==> src/rtl/segbuf_pkg.sv <==
package segbuf_pkg;
   typedef enum logic [0:0] {
      RD_IDLE = 1'b0,
      RD_RUN  = 1'b1
   } rd_state_e;
endpackage

==> src/rtl/segbuf_timer.sv <==
module segbuf_timer #(
   parameter int TS_W = 16
) (
   input  logic            clk,
   input  logic            rst_n,
   output logic [TS_W-1:0] cnt_o
);
   initial assert (TS_W >= 2) else $error("TS_W too small");

   always_ff @(posedge clk) begin
      if (!rst_n) cnt_o <= '0;
      else        cnt_o <= cnt_o + 1'b1;
   end

   p_count_step_r2: assert property (@(posedge clk) disable iff (!rst_n)
      $past(rst_n) |-> cnt_o == $past(cnt_o) + 1'b1);
endmodule

==> src/rtl/segbuf_ring.sv <==
module segbuf_ring #(
   parameter int NSEG     = 4,
   parameter int TS_W     = 16,
   parameter int OVF_W    = 8,
   parameter bit OVF_SAT  = 1'b1
) (
   input  logic                    clk,
   input  logic                    rst_n,
   input  logic                    trig_i,
   input  logic [TS_W-1:0]         stamp_i,
   input  logic                    rd_done_i,
   output logic [$clog2(NSEG)-1:0] wr_idx_o,
   output logic [$clog2(NSEG)-1:0] rd_idx_o,
   output logic [TS_W-1:0]         rd_ts_o,
   output logic                    empty_o,
   output logic                    full_o,
   output logic [OVF_W-1:0]        ovf_o
);
   localparam int IW = $clog2(NSEG);
   localparam int PW = IW + 1;

   initial begin
      assert (NSEG >= 2 && (1 << IW) == NSEG) else $error("NSEG must be a power of two >= 2");
      assert (OVF_W >= 1) else $error("OVF_W must be positive");
   end

   logic [PW-1:0]   wp_q, rp_q;
   logic [TS_W-1:0] ts_q [NSEG];
   logic            accept;

   assign full_o   = (wp_q[IW] != rp_q[IW]) && (wp_q[IW-1:0] == rp_q[IW-1:0]);
   assign empty_o  = (wp_q == rp_q);
   assign accept   = trig_i && !full_o;
   assign wr_idx_o = wp_q[IW-1:0];
   assign rd_idx_o = rp_q[IW-1:0];
   assign rd_ts_o  = ts_q[rp_q[IW-1:0]];

   always_ff @(posedge clk) begin
      if (!rst_n) begin
         wp_q <= '0;
         rp_q <= '0;
      end else begin
         if (accept)               wp_q <= wp_q + 1'b1;
         if (rd_done_i && !empty_o) rp_q <= rp_q + 1'b1;
      end
   end

   for (genvar g = 0; g < NSEG; g++) begin : g_slot
      always_ff @(posedge clk) begin
         if (!rst_n)                                wp_unused_reset(g);
         else if (accept && wp_q[IW-1:0] == IW'(g)) ts_q[g] <= stamp_i;
      end
   end

   function automatic void wp_unused_reset(int slot);
      // stamps carry no meaning until written, so reset leaves them alone
      if (slot < 0) $display("unreachable");
   endfunction

   logic trig_drop;
   assign trig_drop = trig_i && full_o;

   if (OVF_SAT) begin : g_ovf_sat
      always_ff @(posedge clk) begin
         if (!rst_n)                     ovf_o <= '0;
         else if (trig_drop && ~&ovf_o)  ovf_o <= ovf_o + 1'b1;
      end
   end else begin : g_ovf_wrap
      always_ff @(posedge clk) begin
         if (!rst_n)         ovf_o <= '0;
         else if (trig_drop) ovf_o <= ovf_o + 1'b1;
      end
   end

   p_drop_when_full_r3: assert property (@(posedge clk) disable iff (!rst_n)
      (trig_i && full_o) |=> $stable(wp_q));
   p_ovf_step_r3: assert property (@(posedge clk) disable iff (!rst_n)
      (trig_i && full_o && ~&ovf_o) |=> ovf_o == $past(ovf_o) + 1'b1);
   p_wr_step_r4: assert property (@(posedge clk) disable iff (!rst_n)
      (trig_i && !full_o) |=> wp_q == $past(wp_q) + 1'b1);
   p_stamp_latch_r2: assert property (@(posedge clk) disable iff (!rst_n)
      (trig_i && !full_o) |=> ts_q[$past(wp_q[IW-1:0])] == $past(stamp_i));
   p_occupancy_r5: assert property (@(posedge clk) disable iff (!rst_n)
      PW'(wp_q - rp_q) <= PW'(NSEG));
endmodule

==> src/rtl/segbuf_reader.sv <==
module segbuf_reader
   import segbuf_pkg::*;
#(
   parameter int SAMP      = 32,
   parameter int RD_PERIOD = 2
) (
   input  logic                    clk,
   input  logic                    rst_n,
   input  logic                    avail_i,
   input  logic                    ack_i,
   input  logic [$clog2(SAMP)-1:0] len_m1_i,
   output logic                    rdy_o,
   output logic                    done_o,
   output logic                    samp_vld_o,
   output logic [$clog2(SAMP)-1:0] samp_addr_o
);
   localparam int AW  = $clog2(SAMP);
   localparam int PCW = (RD_PERIOD > 1) ? $clog2(RD_PERIOD) : 1;
   localparam logic [AW-1:0] LEN_MAX = AW'(SAMP - 1);

   initial begin
      assert (SAMP >= 2) else $error("SAMP must be at least 2");
      assert (RD_PERIOD >= 1) else $error("RD_PERIOD must be positive");
   end

   rd_state_e      state_q;
   logic [AW-1:0]  addr_q, len_q;
   logic [PCW-1:0] pc_q;
   logic           start, tick;

   assign rdy_o       = (state_q == RD_IDLE) && avail_i;
   assign start       = rdy_o && ack_i;
   assign samp_vld_o  = (state_q == RD_RUN) && (pc_q == '0);
   assign samp_addr_o = addr_q;
   assign done_o      = (state_q == RD_RUN) && tick && (addr_q == len_q);

   if (RD_PERIOD > 1) begin : g_div
      assign tick = (pc_q == PCW'(RD_PERIOD - 1));
      always_ff @(posedge clk) begin
         if (!rst_n || start)        pc_q <= '0;
         else if (state_q == RD_RUN) pc_q <= tick ? '0 : pc_q + 1'b1;
      end
   end else begin : g_nodiv
      assign tick = 1'b1;
      assign pc_q = '0;
   end

   always_ff @(posedge clk) begin
      if (!rst_n) begin
         state_q <= RD_IDLE;
         addr_q  <= '0;
         len_q   <= '0;
      end else if (start) begin
         state_q <= RD_RUN;
         addr_q  <= '0;
         len_q   <= (len_m1_i > LEN_MAX) ? LEN_MAX : len_m1_i;
      end else if (state_q == RD_RUN && tick) begin
         if (addr_q == len_q) state_q <= RD_IDLE;
         else                 addr_q  <= addr_q + 1'b1;
      end
   end

   p_addr_in_len_r6: assert property (@(posedge clk) disable iff (!rst_n)
      samp_vld_o |-> samp_addr_o <= len_q);
   p_ack_ignored_r8: assert property (@(posedge clk) disable iff (!rst_n)
      (state_q == RD_IDLE && !avail_i) |=> !samp_vld_o);
   p_first_addr_r6: assert property (@(posedge clk) disable iff (!rst_n)
      start |=> (samp_vld_o && samp_addr_o == '0));
   p_len_hold_r7: assert property (@(posedge clk) disable iff (!rst_n)
      (state_q == RD_RUN && !done_o) |=> $stable(len_q));
endmodule

==> src/rtl/segbuf_mgr.sv <==
module segbuf_mgr #(
   parameter int NSEG      = 4,
   parameter int SAMP      = 32,
   parameter int TS_W      = 16,
   parameter int OVF_W     = 8,
   parameter int RD_PERIOD = 2,
   parameter bit OVF_SAT   = 1'b1
) (
   input  logic                    clk,
   input  logic                    rst_n,
   input  logic                    trig_i,
   input  logic [$clog2(SAMP)-1:0] rd_len_i,
   input  logic                    seg_ack_i,
   output logic                    seg_rdy_o,
   output logic [$clog2(NSEG)-1:0] seg_idx_o,
   output logic [TS_W-1:0]         seg_ts_o,
   output logic                    samp_vld_o,
   output logic [$clog2(SAMP)-1:0] samp_addr_o,
   output logic [$clog2(NSEG)-1:0] wr_seg_o,
   output logic [OVF_W-1:0]        ovf_cnt_o
);
   logic [TS_W-1:0] stamp;
   logic            empty, full, rd_done;

   segbuf_timer #(.TS_W(TS_W)) u_timer (
      .clk   (clk),
      .rst_n (rst_n),
      .cnt_o (stamp)
   );

   segbuf_ring #(
      .NSEG(NSEG), .TS_W(TS_W), .OVF_W(OVF_W), .OVF_SAT(OVF_SAT)
   ) u_ring (
      .clk       (clk),
      .rst_n     (rst_n),
      .trig_i    (trig_i),
      .stamp_i   (stamp),
      .rd_done_i (rd_done),
      .wr_idx_o  (wr_seg_o),
      .rd_idx_o  (seg_idx_o),
      .rd_ts_o   (seg_ts_o),
      .empty_o   (empty),
      .full_o    (full),
      .ovf_o     (ovf_cnt_o)
   );

   segbuf_reader #(.SAMP(SAMP), .RD_PERIOD(RD_PERIOD)) u_reader (
      .clk         (clk),
      .rst_n       (rst_n),
      .avail_i     (!empty),
      .ack_i       (seg_ack_i),
      .len_m1_i    (rd_len_i),
      .rdy_o       (seg_rdy_o),
      .done_o      (rd_done),
      .samp_vld_o  (samp_vld_o),
      .samp_addr_o (samp_addr_o)
   );

   p_rdy_not_empty_r5: assert property (@(posedge clk) disable iff (!rst_n)
      seg_rdy_o |-> !empty);
   p_trig_during_read_r9: assert property (@(posedge clk) disable iff (!rst_n)
      (trig_i && !full && samp_vld_o) |=> wr_seg_o != $past(wr_seg_o));
endmodule

==> config.mk <==
export PLATFORM = sky130hd
export DESIGN_NAME = segbuf_mgr
export DESIGN_NICKNAME = d
export VERILOG_FILES = /design/src/rtl/segbuf_pkg.sv /design/src/rtl/segbuf_timer.sv /design/src/rtl/segbuf_ring.sv /design/src/rtl/segbuf_reader.sv /design/src/rtl/segbuf_mgr.sv
export SDC_FILE = /design/constraint.sdc
export NUM_CORES = 1
export LEC_CHECK = 0
export ABC_AREA = 1
export BUFFER_PORTS_ARGS = -buffer_cell sky130_fd_sc_hd__clkbuf_2
export CORE_MARGIN = 1.5
export CORE_UTILIZATION = 40
export DETAILED_ROUTE_END_ITERATION = 12
export GPL_ROUTABILITY_DRIVEN = 1
export PLACE_DENSITY = 0.7
export SKIP_CTS_REPAIR_TIMING = 1
export SYNTH_ARGS = -nofsm -noshare
export SYNTH_HDL_FRONTEND = slang
export SYNTH_SLANG_ARGS = --single-unit
==> constraint.sdc <==
create_clock -name clk -period 1.9 [get_ports clk]
set_input_delay 0.19 -clock clk [delete_from_list [all_inputs] [get_ports clk]]
set_output_delay 0.19 -clock clk [all_outputs]
set_load 0.03 [all_outputs]
# After elaboration in Yosys (flattened, before gate mapping)
# Memory sizes are Yosys's and may differ from the RTL's. A register that Yosys moved wholly into a read port is not among the register bits.
# Index checks and enable logic that the tools add are counted.
[word_totals]
register_bits = 42
mem_bits_rw = 64
inputBits = 9
output_inout_bits = 35
elab_cells = 84
mem_count = 1
[memory_table]
columns = ["memory", "depth", "word_bits", "read_ports", "rd_clocked_by_memory_dff", "write_ports", "line", "rtl"]
rows = [
  ["u_ring.ts_q", 4, 16, 1, 1, 1, "segbuf_ring.sv:28", "logic [TS_W-1:0] ts_q [NSEG];"],
]
[classes]
add_sub_neg = 6
order_cmp = 1
n_eq_ne = 7
mux = 28
n_bitwise = 4
reduce_logical = 29
[op_table]
columns = ["cell", "n"]
rows = [
  ["16-bit 2-to-1 mux", 3],
  ["16-bit OR reduction", 3],
  ["1-bit 2-to-1 mux", 19],
  ["16-bit by 1-bit adder with 16-bit output, second input constant", 1],
  ["1-bit logical AND", 14],
  ["2-bit 2-to-1 mux", 5],
  ["8-bit by 1-bit adder with 8-bit output, second input constant", 1],
  ["8-bit AND reduction", 1],
  ["3-bit by 1-bit adder with 3-bit output, second input constant", 2],
  ["5-bit by 1-bit adder with 5-bit output, second input constant", 1],
  ["5-bit == test", 1],
  ["5-bit > comparator, second input constant", 1],
  ["5-bit 2-to-1 mux", 1],
  ["2-bit == test, second input constant", 2],
  ["1-bit zero test", 4],
  ["1-bit NOT", 4],
  ["2-bit AND reduction", 2],
  ["2-bit nonzero test", 2],
  ["3-bit == test", 1],
  ["2-bit by 1-bit == test with 1-bit output, second input constant", 1],
  ["2-bit == test", 1],
  ["2-bit zero test", 1],
  ["2-bit OR reduction", 1],
  ["1-bit adder, second input constant", 1],
  ["2 further kinds", 2],
]

# Logic depth before layout (Yosys ltp)
# Gate-level depths: netlist of run 1.
[logic_depth]
ltp_word = 12
mapped_depth = 10
ltp_nobuf = 10

# Cells and area by module
# A second synthesis of run 1 with hierarchy kept.
[hier_totals]
hier_cells = 510
area_unflattened_um2 = 4754.6
[by_module_without_submodules]
columns = ["mod", "instances", "cells_each", "area_per_inst_um2", "seq_area_each_um2"]
rows = [
  ["segbuf_ring", 1, 311, 3368.2, 2242.2],
  ["segbuf_timer", 1, 113, 768.2, 320.3],
  ["segbuf_reader", 1, 85, 614.3, 240.2],
  ["segbuf_mgr", 1, 1, 3.8, 0.0],
]

# Worst setup path after synthesis of run 1
# OpenSTA, ideal clock, no wires.
[synth_timing]
kind = "flip-flop to flip-flop"
start = "register u_ring.wp_q[0]"
end = "memory u_ring.ts_q[0][0], enable pin"
setup_ps = 389
arrival_time_ps = 1502
required_ps = 1511
setup_slack_ps = 10
path_stages_with_launch = 5
path_buffers = 0
synth_period_minus_slack_ps = 1890
path_cell_list = "dfxtp_1 xnor2_1 nand3_2 nand2_1 nor2_1"
[synth_between]
elab_chain_cells = 12
word_cells_on_any_way = 33
cone_classes = "eq/ne (4); mux (18); reduce/logical (11)"
[synth_rtl]
columns = ["item", "line", "rtl"]
rows = [
  ["start, declared", "segbuf_ring.sv:27", "logic [PW-1:0] wp_q, rp_q;"],
  ["start signal, assigned", "segbuf_ring.sv:43", "if (accept) wp_q <= wp_q + 1'b1;"],
  ["2-bit == test", "segbuf_ring.sv:31", "assign full_o = (wp_q[IW] != rp_q[IW]) && (wp_q[IW-1:0] == rp_q[IW-1:0]);"],
  ["1-bit logical AND", "segbuf_ring.sv:31", ""],
  ["1-bit zero test", "segbuf_ring.sv:33", "assign accept = trig_i && !full_o;"],
  ["1-bit logical AND", "segbuf_ring.sv:33", ""],
  ["1-bit logical AND", "segbuf_ring.sv:51", "else if (accept && wp_q[IW-1:0] == IW'(g)) ts_q[g] <= stamp_i;"],
  ["1-bit 2-to-1 mux", "segbuf_ring.sv:51", ""],
  ["1-bit 2-to-1 mux", "segbuf_ring.sv:50", "if (!rst_n) wp_unused_reset(g);"],
  ["1-bit 2-to-1 mux (implied by the code)", "segbuf_ring.sv:51", ""],
  ["16-bit OR reduction (no source line)", "--", ""],
  ["2-bit 2-to-1 mux (no source line) / 1-bit 2-to-1 mux (equally long branches) (3 in a row)", "--", ""],
  ["end, declared", "segbuf_ring.sv:28", ""],
]
# Several ways; a longest one is shown, not always the timed one.

==> impl_metrics.xml, run 1 <==
<?xml version="1.0" encoding="UTF-8"?>
<metrics>
  <group name="setup_path">
    <metric name="max_stage_delay" unit="ns">0.33</metric>
    <metric name="crit_path_cell_trace" unit="">inv_1 &gt; buf_4 &gt; o21ai_0 &gt; o22ai_1 &gt; clkbuf_2</metric>
    <metric name="crit_slowest_cell" unit="">sky130_fd_sc_hd__dfxtp_1</metric>
    <metric name="critical_path_end_type" unit="">output port</metric>
    <metric name="worst-path-max-fanout" unit="">32</metric>
    <metric name="timing.critical_path.from_type" unit="">flop</metric>
    <metric name="setup.worst_path.class" unit="">reg2out</metric>
    <metric name="r2r_start" unit="">u_ring.wp_q[1]</metric>
    <metric name="crit_required" unit="ns">1.71</metric>
    <metric name="cp.arrival" unit="ns">1.61</metric>
  </group>
  <group name="detailed_routing">
    <metric name="detail_route.wl_per_cell" unit="um">13.78</metric>
    <metric name="route.antenna.remaining_nets" unit="">0</metric>
    <metric name="detail_route.first_pass.iterations" unit="">4</metric>
    <metric name="vias_per_cell" unit="">4.980</metric>
    <metric name="drcViolationCount" unit="">0</metric>
    <metric name="route.vias.total" unit="">3187</metric>
    <metric name="drtIter0Drc" unit="">202</metric>
    <metric name="routed_wl" unit="um">8817</metric>
  </group>
  <group name="power_and_ir_drop">
    <metric name="ir_drop" unit="mV">0.4649</metric>
    <metric name="powerDensity" unit="nW/um^2">898.6</metric>
    <metric name="p_total" unit="mW">4.684</metric>
    <metric name="static_leakage" unit="nW">1.992</metric>
  </group>
  <group name="cts">
    <metric name="clk_latency" unit="ns">0.34</metric>
    <metric name="clk_transition_reported_paths" unit="ns">0.08</metric>
    <metric name="tritoncts.num_buffers" unit="">9</metric>
    <metric name="max-clock-path-buffers" unit="">2</metric>
    <metric name="h_tree_levels" unit="">3</metric>
    <metric name="tritoncts" unit="">yes</metric>
    <metric name="cts_sinks" unit="">108</metric>
    <metric name="cts_root_buf" unit="">sky130_fd_sc_hd__clkbuf_16</metric>
  </group>
  <group name="timing">
    <metric name="timing.final.crit_share" unit="">0.9487</metric>
    <metric name="max_freq" unit="GHz">0.5548</metric>
    <metric name="tightest_slew" unit="ns">0.3386</metric>
    <metric name="setup_violations" unit="">0</metric>
    <metric name="slew-limit-headroom" unit="">0.7725</metric>
    <metric name="finalHoldViolCount" unit="">0</metric>
    <metric name="final-max-slew-violation-count" unit="">0</metric>
    <metric name="period_minus_slack" unit="ns">1.803</metric>
    <metric name="rsz_0062_raised_after_global_routing" unit="">no</metric>
    <metric name="fin_skew" unit="ns">0.006138</metric>
  </group>
  <group name="logic_synthesis">
    <metric name="synth_async_reset_ratio" unit="">0</metric>
    <metric name="yosysWarnings" unit="">0</metric>
    <metric name="synth.top_cells.by_area" unit="">sky130_fd_sc_hd__edfxtp_1 (42%), sky130_fd_sc_hd__dfxtp_1 (19%), sky130_fd_sc_hd__nand2_1 (5.6%)</metric>
    <metric name="synth_cells" unit="">448</metric>
    <metric name="synthesis.area_per_instance" unit="um^2">10.11</metric>
    <metric name="synth.net_count" unit="">465</metric>
    <metric name="edff_count_synth" unit="">64</metric>
    <metric name="synth_top_cell_area_share" unit="">0.4242</metric>
    <metric name="ys_types" unit="">31</metric>
    <metric name="netlist.top_cell.by_area" unit="">sky130_fd_sc_hd__edfxtp_1</metric>
    <metric name="ys_ff_latch" unit="">108</metric>
    <metric name="seq_area_frac_synth" unit="">0.6186</metric>
    <metric name="yosys_most_used_dff" unit="">sky130_fd_sc_hd__edfxtp_1</metric>
    <metric name="synth_area" unit="um^2">4531</metric>
  </group>
  <group name="final_layout">
    <metric name="areaGrowthSynthToFinish" unit="%">15.05</metric>
    <metric name="finalCoreUtilization" unit="">0.4767</metric>
    <metric name="drive_above_1_share" unit="">0.1600</metric>
    <metric name="multi_input_area" unit="um^2">1503</metric>
    <metric name="stdcell_area" unit="um^2">5213</metric>
    <metric name="num-fill-cells" unit="">1024</metric>
    <metric name="antenna_cells_inserted" unit="">0</metric>
    <metric name="finalNetCount" unit="">512</metric>
    <metric name="area.sequential" unit="um^2">2803</metric>
  </group>
  <group name="global_routing">
    <metric name="grt_start_max_net_pins" unit="">33</metric>
    <metric name="groute.usage.overall" unit="">0.1590</metric>
    <metric name="grt_overflow" unit="">0</metric>
    <metric name="grt_antenna_before_repair" unit="">0</metric>
    <metric name="grt_pass1_wl" unit="um">14670</metric>
    <metric name="first_global_vias" unit="">3048</metric>
  </group>
  <group name="die">
    <metric name="std_cell_rows" unit="">38</metric>
    <metric name="starting_density_of_the_core" unit="">0.4143</metric>
    <metric name="floorplan.die.width" unit="um">109.4</metric>
    <metric name="die_area" unit="um^2">11970</metric>
    <metric name="core-area" unit="um^2">10940</metric>
    <metric name="die_y" unit="um">109.4</metric>
    <metric name="count_of_pins_on_the_block_boundary" unit="">44</metric>
  </group>
  <group name="placed_design">
    <metric name="postPlaceCellArea" unit="um^2">4902</metric>
    <metric name="gpl.final_weighted_congestion" unit="">0.7784</metric>
    <metric name="place.detailed.hpwl" unit="um">5880</metric>
    <metric name="portBuffers" unit="">43</metric>
  </group>
  <group name="worst_hold_path">
    <metric name="min-delay-start" unit="">rd_len_i[4]</metric>
    <metric name="worst_hold_path_type" unit="">in2reg</metric>
  </group>
  <group name="status">
    <metric name="outcome" unit="">finished clean</metric>
  </group>
  <group name="run">
    <metric name="maxCapViolations" unit="">0</metric>
  </group>
</metrics>
through the flow:
| step | setup TNS, ns | instances | worst slack, ns | hold slack (ns) |
|---|---|---|---|---|
| after detailed placement | 0 | 624 | 0.2781 | 0.4578 |
| after global routing | 0 | 640 | 0.01035 | 0.1124 |
| after CTS | -0.001803 | 640 | -0.001803 | 0.09238 |
| final | 0 | 640 | 0.09748 | 0.09385 |
| after global placement | 0 | 624 | 0.3434 | 0.4445 |
| after floorplan | 0 | 448 | 0.009862 | 0.3284 |
logic make-up after synthesis:
family                   share of synthesized area
AND/OR/NAND/NOR                             0.1709
AO/OA/AOI/OAI                               0.1096
flip-flops                                  0.6186
XOR/XNOR                                   0.02900
buffers and inverters                      0.04971
adder cells (fa/ha/maj)                    0.02209
worst paths after layout:
kind	endpoint	slack (ns)	cells past startpoint
min reg2reg	u_reader.len_q[1]	0.47	2
max	seg_ts_o[1]	0.1	5
max reg2reg	u_ring.ts_q[1][10]	0.29	5
min	u_reader.len_q[4]	0.09	3
cells in the mapped netlist (2+ instances only):
| master | number |
|---|---|
| sky130_fd_sc_hd__a21oi_1 | 30 |
| sky130_fd_sc_hd__buf_4 | 5 |
| sky130_fd_sc_hd__clkbuf_1 | 10 |
| sky130_fd_sc_hd__dfxtp_1 | 44 |
| sky130_fd_sc_hd__edfxtp_1 | 64 |
| sky130_fd_sc_hd__ha_1 | 8 |
| sky130_fd_sc_hd__inv_1 | 36 |
| sky130_fd_sc_hd__nand2_1 | 67 |
| sky130_fd_sc_hd__nand3_1 | 21 |
| sky130_fd_sc_hd__nand3_2 | 2 |
| sky130_fd_sc_hd__nand3b_1 | 3 |
| sky130_fd_sc_hd__nand4_1 | 4 |
| sky130_fd_sc_hd__nor2_1 | 59 |
| sky130_fd_sc_hd__nor2_2 | 3 |
| sky130_fd_sc_hd__nor3_1 | 4 |
| sky130_fd_sc_hd__o21ai_0 | 44 |
| sky130_fd_sc_hd__o21ai_1 | 2 |
| sky130_fd_sc_hd__o22ai_1 | 16 |
| sky130_fd_sc_hd__xnor2_1 | 5 |
| sky130_fd_sc_hd__xor2_1 | 10 |
cell type report:
class                   count  area share
flip-flops and latches    108      0.5377
multi-input cells         287      0.2883
repair buffers             52     0.05497
clock buffers               9     0.04321
well taps                 140     0.03361
inverters                  37     0.02736
clock inverters             7     0.01488
state kept, by name, indices dropped and copies added, names as in the netlist, named ones only:
signal	flops
u_reader.len_q	5
u_reader.state_q	1
u_ring.ovf_o	8
u_reader.samp_addr_o	5
u_timer.cnt_o	16
u_reader.pc_q	1
u_ring.wp_q	3
u_ring.ts_q	64
u_ring.rp_q	3
routing by layer:
metal  part of all wire  vias to the layer above  wire, um  GRT usage
met1               0.47                     1486      4129     0.2007
met2               0.48                       73      4217     0.2671
li1                   -                     1623         -          -
met4             0.0045                        0        40    0.05195
met5                  0                        -         0          0
met3              0.049                        5       429    0.03912
report_power, final:
part | switching [mW] | leakage [nW] | total (mW) | internal (mW)
Combinational | 0.201 | 0.882 | 0.287 | 0.0855
Clock | 0.907 | 0.146 | 1.85 | 0.940
Sequential | 0.0320 | 0.963 | 2.55 | 2.52
placed cells by master, fill, tap and decap left out:
| master | instances |
|---|---|
| sky130_fd_sc_hd__nand3_2 | 2 |
| sky130_fd_sc_hd__nand4_1 | 4 |
| sky130_fd_sc_hd__nand3b_1 | 3 |
| sky130_fd_sc_hd__inv_8 | 4 |
| sky130_fd_sc_hd__and2_1 | 1 |
| sky130_fd_sc_hd__o21ai_0 | 44 |
| sky130_fd_sc_hd__clkinvlp_4 | 2 |
| sky130_fd_sc_hd__edfxtp_1 | 64 |
| sky130_fd_sc_hd__xor2_1 | 10 |
| sky130_fd_sc_hd__clkbuf_16 | 9 |
| sky130_fd_sc_hd__buf_6 | 1 |
| sky130_fd_sc_hd__nand2_1 | 67 |
| sky130_fd_sc_hd__nand2_4 | 1 |
| sky130_fd_sc_hd__nand3_1 | 21 |
| sky130_fd_sc_hd__a21oi_1 | 30 |
| sky130_fd_sc_hd__nor3b_1 | 1 |
| sky130_fd_sc_hd__nor2_2 | 3 |
| sky130_fd_sc_hd__buf_4 | 8 |
| sky130_fd_sc_hd__ha_1 | 8 |
| sky130_fd_sc_hd__clkinv_4 | 1 |
| sky130_fd_sc_hd__o21ai_1 | 2 |
| sky130_fd_sc_hd__nand3_4 | 1 |
| sky130_fd_sc_hd__nor2_1 | 59 |
| sky130_fd_sc_hd__a21oi_2 | 1 |
| sky130_fd_sc_hd__nor2_8 | 1 |
| sky130_fd_sc_hd__nor2_4 | 1 |
| sky130_fd_sc_hd__clkinv_1 | 1 |
| sky130_fd_sc_hd__a211oi_1 | 1 |
| sky130_fd_sc_hd__xnor2_1 | 5 |
| sky130_fd_sc_hd__inv_1 | 35 |
| sky130_fd_sc_hd__clkinv_8 | 1 |
| sky130_fd_sc_hd__nor3_1 | 4 |
| sky130_fd_sc_hd__clkbuf_2 | 43 |
| sky130_fd_sc_hd__dfxtp_1 | 44 |
| sky130_fd_sc_hd__nor3_4 | 1 |
| sky130_fd_sc_hd__o22ai_1 | 16 |
critical path, delay by kind of cell (launching register included):
kind / cells / cell delay (ns)
buffers and inverters: 3 / 0.60
DFF: 1 / 0.33
AOI/OAI and AO/OA: 2 / 0.34
(Power assumes the default switching activity.)
==> inputs of run 2 (changes only) <==
--- a/config.mk
+++ b/config.mk
@@ -8,10 +8,11 @@
 export ABC_AREA = 1
 export BUFFER_PORTS_ARGS = -buffer_cell sky130_fd_sc_hd__clkbuf_2
 export CORE_MARGIN = 1.5
-export CORE_UTILIZATION = 40
+export CORE_UTILIZATION = 53
 export DETAILED_ROUTE_END_ITERATION = 12
 export GPL_ROUTABILITY_DRIVEN = 1
-export PLACE_DENSITY = 0.7
+export PLACE_DENSITY = 0.85
+export SETUP_SLACK_MARGIN = 0.05
 export SKIP_CTS_REPAIR_TIMING = 1
 export SYNTH_ARGS = -nofsm -noshare
 export SYNTH_HDL_FRONTEND = slang
==> impl_metrics.xml, run 2 (synthesis gave the netlist of run 1 again) <==
<?xml version="1.0" encoding="UTF-8"?>
<metrics>
  <group name="cts">
    <metric name="clk_latency" unit="ns">0.37</metric>
    <metric name="max-clock-path-buffers" unit="">2</metric>
    <metric name="cts_root_buf" unit="">sky130_fd_sc_hd__clkbuf_8</metric>
    <metric name="h_tree_levels" unit="">3</metric>
    <metric name="cts_sinks" unit="">108</metric>
    <metric name="clk_transition_reported_paths" unit="ns">0.10</metric>
    <metric name="tritoncts.num_buffers" unit="">9</metric>
    <metric name="tritoncts" unit="">yes</metric>
  </group>
  <group name="die">
    <metric name="die_area" unit="um^2">9112</metric>
    <metric name="starting_density_of_the_core" unit="">0.5486</metric>
    <metric name="count_of_pins_on_the_block_boundary" unit="">44</metric>
    <metric name="floorplan.die.width" unit="um">95.46</metric>
    <metric name="std_cell_rows" unit="">33</metric>
    <metric name="core-area" unit="um^2">8258</metric>
    <metric name="die_y" unit="um">95.46</metric>
  </group>
  <group name="power_and_ir_drop">
    <metric name="ir_drop" unit="mV">0.5497</metric>
    <metric name="netSwitchingFraction" unit="">0.2390</metric>
    <metric name="share_of_total_power_in_combinational_logic" unit="">0.068</metric>
    <metric name="power_report.internal_total" unit="mW">3.272</metric>
    <metric name="clock_network_fraction_of_design_power" unit="">0.339</metric>
    <metric name="netSwitchingPower" unit="mW">1.028</metric>
    <metric name="pwr-share-seq" unit="">0.593</metric>
    <metric name="powerDensity" unit="nW/um^2">840.7</metric>
    <metric name="static_leakage" unit="nW">1.968</metric>
  </group>
  <group name="setup_path">
    <metric name="timing.critical_path.from_type" unit="">flop</metric>
    <metric name="crit_slowest_cell" unit="">sky130_fd_sc_hd__dfxtp_1</metric>
    <metric name="max_stage_delay" unit="ns">0.42</metric>
    <metric name="setup.worst_path.class" unit="">reg2out</metric>
    <metric name="worst-path-max-fanout" unit="">32</metric>
    <metric name="r2r_cells" unit="">5</metric>
    <metric name="timing.rr.end" unit="">u_ring.ts_q[2][10]</metric>
    <metric name="critical_path.top_delay_family" unit="">buffers and inverters</metric>
    <metric name="cp.arrival" unit="ns">1.60</metric>
    <metric name="cp_num_buf_inv" unit="">2</metric>
    <metric name="crit_path_cell_trace" unit="">buf_12 &gt; o21ai_0 &gt; o22ai_1 &gt; buf_2</metric>
    <metric name="r2r_start" unit="">u_ring.wp_q[0]</metric>
    <metric name="setup.reg_to_reg.worst_slack" unit="ns">0.26</metric>
    <metric name="crit_required" unit="ns">1.71</metric>
    <metric name="critical_path_end_type" unit="">output port</metric>
  </group>
  <group name="detailed_routing">
    <metric name="route.antenna.remaining_nets" unit="">0</metric>
    <metric name="route.vias.total" unit="">3290</metric>
    <metric name="drcViolationCount" unit="">0</metric>
    <metric name="detail_route.first_pass.iterations" unit="">5</metric>
    <metric name="drtIter0Drc" unit="">125</metric>
    <metric name="vias_per_cell" unit="">5.429</metric>
    <metric name="detail_route.wl_per_cell" unit="um">14.44</metric>
    <metric name="routed_wl" unit="um">8749</metric>
  </group>
  <group name="final_layout">
    <metric name="stdcell_area" unit="um^2">5115</metric>
    <metric name="layout_common_cells" unit="">sky130_fd_sc_hd__nand2_1 (67), sky130_fd_sc_hd__edfxtp_1 (64), sky130_fd_sc_hd__nor2_1 (58), sky130_fd_sc_hd__o21ai_0 (44), sky130_fd_sc_hd__dfxtp_1 (43)</metric>
    <metric name="final_common_cell" unit="">sky130_fd_sc_hd__nand2_1</metric>
    <metric name="areaGrowthSynthToFinish" unit="%">12.90</metric>
    <metric name="largest_reg_flops" unit="">64</metric>
    <metric name="finalNonFillerCells" unit="">606</metric>
    <metric name="finalNetCount" unit="">513</metric>
    <metric name="drive_above_1_share" unit="">0.1677</metric>
    <metric name="antenna_cells_inserted" unit="">0</metric>
    <metric name="finalCoreUtilization" unit="">0.6194</metric>
    <metric name="largest_register" unit="">u_ring.ts_q</metric>
    <metric name="layout_top_registers" unit="">u_ring.ts_q: 64 flops, u_timer.cnt_o: 16 flops, u_ring.ovf_o: 8 flops</metric>
  </group>
  <group name="placed_design">
    <metric name="dpl.cell_count" unit="">589</metric>
    <metric name="place.detailed.hpwl" unit="um">5988</metric>
    <metric name="portBuffers" unit="">43</metric>
    <metric name="gpl.final_weighted_congestion" unit="">0.7725</metric>
    <metric name="postPlaceCellArea" unit="um^2">4861</metric>
  </group>
  <group name="worst_hold_path">
    <metric name="worst_hold_path_type" unit="">in2reg</metric>
    <metric name="hold_end" unit="">u_reader.len_q[4]</metric>
    <metric name="whs_path_depth" unit="">3</metric>
    <metric name="min-delay-start" unit="">rd_len_i[4]</metric>
  </group>
  <group name="timing">
    <metric name="fin_skew" unit="ns">0.008712</metric>
    <metric name="slew-limit-headroom" unit="">0.7785</metric>
    <metric name="finalHoldViolCount" unit="">0</metric>
    <metric name="rsz_0062_raised_after_global_routing" unit="">yes</metric>
    <metric name="worst_hold_slack" unit="ns">0.07262</metric>
    <metric name="timing.final.crit_share" unit="">0.9428</metric>
    <metric name="setup_violations" unit="">0</metric>
    <metric name="final-max-slew-violation-count" unit="">0</metric>
    <metric name="period_minus_slack" unit="ns">1.791</metric>
    <metric name="max_freq" unit="GHz">0.5582</metric>
    <metric name="tightest_slew" unit="ns">0.3323</metric>
  </group>
  <group name="global_routing">
    <metric name="grt_pass1_wl" unit="um">14170</metric>
    <metric name="grt_overflow" unit="">0</metric>
    <metric name="grt_start_max_net_pins" unit="">33</metric>
    <metric name="grt_antenna_before_repair" unit="">0</metric>
    <metric name="groute.usage.overall" unit="">0.2058</metric>
    <metric name="first_global_vias" unit="">3115</metric>
  </group>
  <group name="run">
    <metric name="maxCapViolations" unit="">0</metric>
  </group>
  <group name="status">
    <metric name="outcome" unit="">finished clean</metric>
  </group>
</metrics>
## run 2: worst reg2reg max path: cells and delay by family (launching register included)
| family | cells | cell delay [ns] |
|---|---|---|
| flip-flops | 1 | 0.47 |
| XOR/XNOR | 1 | 0.13 |
| buffers and inverters | 1 | 0.27 |
| AND/OR/NAND/NOR | 3 | 0.46 |
## run 2: area by class of cell
| class | instances | area [um^2] |
|---|---|---|
| Clock inverter | 5 | 67.56 |
| Clock buffer | 11 | 141.4 |
| Sequential cell | 108 | 2804 |
| Tap cell | 105 | 131.4 |
| Inverter | 37 | 142.6 |
| Multi-Input combinational cell | 287 | 1518 |
| Timing Repair Buffer | 53 | 310.3 |
| Fill cell | 677 | 3143 |
## run 2: routing by layer
| metal | routed length [um] | vias up | GRT usage |
|---|---|---|---|
| met5 | 0 | - | 0 |
| li1 | - | 1626 | - |
| met1 | 3896 | 1551 | 0.2559 |
| met2 | 4205 | 100 | 0.3369 |
| met4 | 138 | 0 | 0.09069 |
| met3 | 508 | 13 | 0.05502 |
## run 2: how the worst max path moves through the flow
stage | cells after the start | slack, ns | start | end
6_report | 4 | 0.11 | flop | seg_ts_o[13]
5_1_grt | 5 | 0.05 | flop | seg_ts_o[2]
4_1_cts | 4 | -0.08 | flop | seg_ts_o[1]
3_5_place_dp | 5 | 0.28 | u_ring.wp_q[0] | u_ring.ts_q[2][11]
3_3_place_gp | 5 | 0.37 | u_ring.wp_q[1] | u_ring.ts_q[0][14]
2_1_floorplan | 4 | 0.01 | u_ring.wp_q[0] | u_ring.ts_q[0][0]
## run 2: power groups by stage
stage	Sequential, mW	Clock, mW	Combinational [mW]
finish	2.55	1.46	0.292
global route	2.56	1.55	0.326
CTS	2.55	1.47	0.289
detailed placement	2.60	0	0.287
global placement	2.60	0	0.278
floorplan	2.60	0	0.215
## run 2: metrics by stage
| stage | setup slack [ns] | total power, mW | TNS (ns) |
|---|---|---|---|
| 6_report | 0.1086 | 4.300 | 0 |
| 5_1_grt | 0.05350 | 4.430 | 0 |
| 4_1_cts | -0.07985 | 4.310 | -0.6944 |
| 3_5_place_dp | 0.2788 | 2.892 | 0 |
| 3_3_place_gp | 0.3660 | 2.879 | 0 |
| 2_1_floorplan | 0.009862 | 2.812 | 0 |
==> inputs of run 3 (changes only) <==
--- a/config.mk
+++ b/config.mk
@@ -11,6 +11,7 @@
 export CORE_UTILIZATION = 53
 export DETAILED_ROUTE_END_ITERATION = 12
 export GPL_ROUTABILITY_DRIVEN = 1
+export HOLD_SLACK_MARGIN = 0.1
 export PLACE_DENSITY = 0.85
 export SETUP_SLACK_MARGIN = 0.05
 export SKIP_CTS_REPAIR_TIMING = 1
==> impl_metrics.xml, run 3 (synthesis gave the netlist of run 1 again) <==
<?xml version="1.0" encoding="UTF-8"?>
<metrics>
  <group name="cts">
    <metric name="clk_transition_reported_paths" unit="ns">0.10</metric>
    <metric name="max-clock-path-buffers" unit="">2</metric>
    <metric name="tritoncts" unit="">yes</metric>
    <metric name="tritoncts.num_buffers" unit="">9</metric>
    <metric name="cts_sinks" unit="">108</metric>
    <metric name="cts_root_buf" unit="">sky130_fd_sc_hd__clkbuf_8</metric>
    <metric name="h_tree_levels" unit="">3</metric>
    <metric name="clk_latency" unit="ns">0.36</metric>
  </group>
  <group name="power_and_ir_drop">
    <metric name="static_leakage" unit="nW">1.972</metric>
    <metric name="netSwitchingFraction" unit="">0.2374</metric>
    <metric name="share_of_total_power_in_combinational_logic" unit="">0.068</metric>
    <metric name="pwr-share-seq" unit="">0.594</metric>
    <metric name="power_report.internal_total" unit="mW">3.274</metric>
    <metric name="ir_drop" unit="mV">0.5499</metric>
    <metric name="clock_network_fraction_of_design_power" unit="">0.337</metric>
    <metric name="netSwitchingPower" unit="mW">1.019</metric>
    <metric name="powerDensity" unit="nW/um^2">837.7</metric>
  </group>
  <group name="timing">
    <metric name="fin_skew" unit="ns">0.008111</metric>
    <metric name="finalHoldViolCount" unit="">0</metric>
    <metric name="tightest_slew" unit="ns">0.3333</metric>
    <metric name="rsz_0062_raised_after_global_routing" unit="">yes</metric>
    <metric name="slew-limit-headroom" unit="">0.7778</metric>
    <metric name="max_freq" unit="GHz">0.5635</metric>
    <metric name="period_minus_slack" unit="ns">1.775</metric>
    <metric name="postLayoutSetupSlackWorst" unit="ns">0.1253</metric>
    <metric name="timing.final.crit_share" unit="">0.9341</metric>
    <metric name="finalSetupTns" unit="ns">0</metric>
    <metric name="setup_violations" unit="">0</metric>
    <metric name="final-max-slew-violation-count" unit="">0</metric>
  </group>
  <group name="setup_path">
    <metric name="setup.worst_path.class" unit="">reg2out</metric>
    <metric name="worst-path-max-fanout" unit="">32</metric>
    <metric name="cp.arrival" unit="ns">1.58</metric>
    <metric name="crit_required" unit="ns">1.71</metric>
    <metric name="critical_path_end_type" unit="">output port</metric>
    <metric name="timing.critical_path.from_type" unit="">flop</metric>
  </group>
  <group name="global_routing">
    <metric name="grt_start_max_net_pins" unit="">33</metric>
    <metric name="grt_pass1_wl" unit="um">14170</metric>
    <metric name="first_global_vias" unit="">3115</metric>
    <metric name="grt_overflow" unit="">0</metric>
    <metric name="groute.usage.overall" unit="">0.2058</metric>
    <metric name="grt_antenna_before_repair" unit="">0</metric>
  </group>
  <group name="detailed_routing">
    <metric name="detail_route.wl_per_cell" unit="um">14.42</metric>
    <metric name="route.antenna.remaining_nets" unit="">0</metric>
    <metric name="drcViolationCount" unit="">0</metric>
    <metric name="detail_route.first_pass.iterations" unit="">4</metric>
    <metric name="route.vias.total" unit="">3275</metric>
    <metric name="drtIter0Drc" unit="">142</metric>
    <metric name="vias_per_cell" unit="">5.395</metric>
    <metric name="routed_wl" unit="um">8753</metric>
  </group>
  <group name="final_layout">
    <metric name="num-fill-cells" unit="">678</metric>
    <metric name="finalNetCount" unit="">514</metric>
    <metric name="final_common_cell" unit="">sky130_fd_sc_hd__nand2_1</metric>
    <metric name="antenna_cells_inserted" unit="">0</metric>
    <metric name="areaGrowthSynthToFinish" unit="%">13.12</metric>
    <metric name="largest_register" unit="">u_ring.ts_q</metric>
    <metric name="drive_above_1_share" unit="">0.1673</metric>
    <metric name="largest_reg_flops" unit="">64</metric>
    <metric name="layout_common_cells" unit="">sky130_fd_sc_hd__nand2_1 (67), sky130_fd_sc_hd__edfxtp_1 (64), sky130_fd_sc_hd__nor2_1 (58), sky130_fd_sc_hd__o21ai_0 (44), sky130_fd_sc_hd__dfxtp_1 (43)</metric>
    <metric name="layout_top_registers" unit="">u_ring.ts_q: 64 flops, u_timer.cnt_o: 16 flops, u_ring.ovf_o: 8 flops</metric>
  </group>
  <group name="die">
    <metric name="core-area" unit="um^2">8258</metric>
    <metric name="starting_density_of_the_core" unit="">0.5486</metric>
    <metric name="die_area" unit="um^2">9112</metric>
    <metric name="die_y" unit="um">95.46</metric>
    <metric name="floorplan.die.width" unit="um">95.46</metric>
    <metric name="std_cell_rows" unit="">33</metric>
    <metric name="count_of_pins_on_the_block_boundary" unit="">44</metric>
  </group>
  <group name="worst_hold_path">
    <metric name="worst_hold_path_type" unit="">in2reg</metric>
  </group>
  <group name="placed_design">
    <metric name="post-place-ws" unit="ns">0.2788</metric>
    <metric name="gpl.final_weighted_congestion" unit="">0.7725</metric>
    <metric name="place.detailed.hpwl" unit="um">5988</metric>
    <metric name="portBuffers" unit="">43</metric>
  </group>
  <group name="status">
    <metric name="outcome" unit="">finished clean</metric>
  </group>
  <group name="run">
    <metric name="maxCapViolations" unit="">0</metric>
  </group>
</metrics>
[run 3: worst paths after layout]
| check | startpoint | end | slack, ns | cells past startpoint |
|---|---|---|---|---|
| setup reg to reg | u_ring.wp_q[0] | u_ring.ts_q[2][10] | 0.26 | 5 |
| hold reg to reg | u_reader.len_q[1] | u_reader.len_q[1] | 0.47 | 2 |
| setup / recovery | flop | seg_ts_o[13] | 0.13 | 4 |
| hold / removal | rd_len_i[1] | u_reader.len_q[1] | 0.10 | 3 |
[run 3: metrics by stage]
stage,cell area (um^2),power (mW),cells,util,hold slack (ns)
floorplan,4533,2.812,448,-,0.3284
global placement,4861,2.879,589,0.5886,0.4480
detailed placement,4861,2.892,589,0.5886,0.4599
CTS,5070,4.310,605,0.6139,0.06211
global route,5125,4.432,607,0.6206,0.1071
finish,5125,4.293,607,0.6206,0.1037
[run 3: worst max-delay path, stage by stage, from the launching register on]
cell and delay [ns]:
sky130_fd_sc_hd__dfxtp_1 0.42, sky130_fd_sc_hd__buf_12 0.20, sky130_fd_sc_hd__o21ai_0 0.12, sky130_fd_sc_hd__o22ai_1 0.23, sky130_fd_sc_hd__buf_2 0.24
[run 3: layer usage]
layer,vias to the layer above,track usage,wire (um)
met2,78,0.3369,4374
met5,-,0,0
met1,1562,0.2559,3881
li1,1626,-,-
met4,0,0.09069,99
met3,9,0.05502,396
[run 3: final cells by class]
class                      instances  area (um^2)  area share
multi-input combinational        287         1518      0.2961
inverter                          37        142.6     0.02783
clock inverter                     5        67.56     0.01318
tap                              105        131.4     0.02563
sequential                       108         2804      0.5471
clock buffer                      11        141.4     0.02759
timing repair buffer              54        320.3     0.06250
[run 3: power by group through the flow]
stage | Combinational [mW] | Sequential, mW | Clock [mW]
CTS | 0.289 | 2.55 | 1.47
detailed placement | 0.287 | 2.60 | 0
global route | 0.328 | 2.56 | 1.55
floorplan | 0.215 | 2.60 | 0
finish | 0.294 | 2.55 | 1.45
global placement | 0.278 | 2.60 | 0
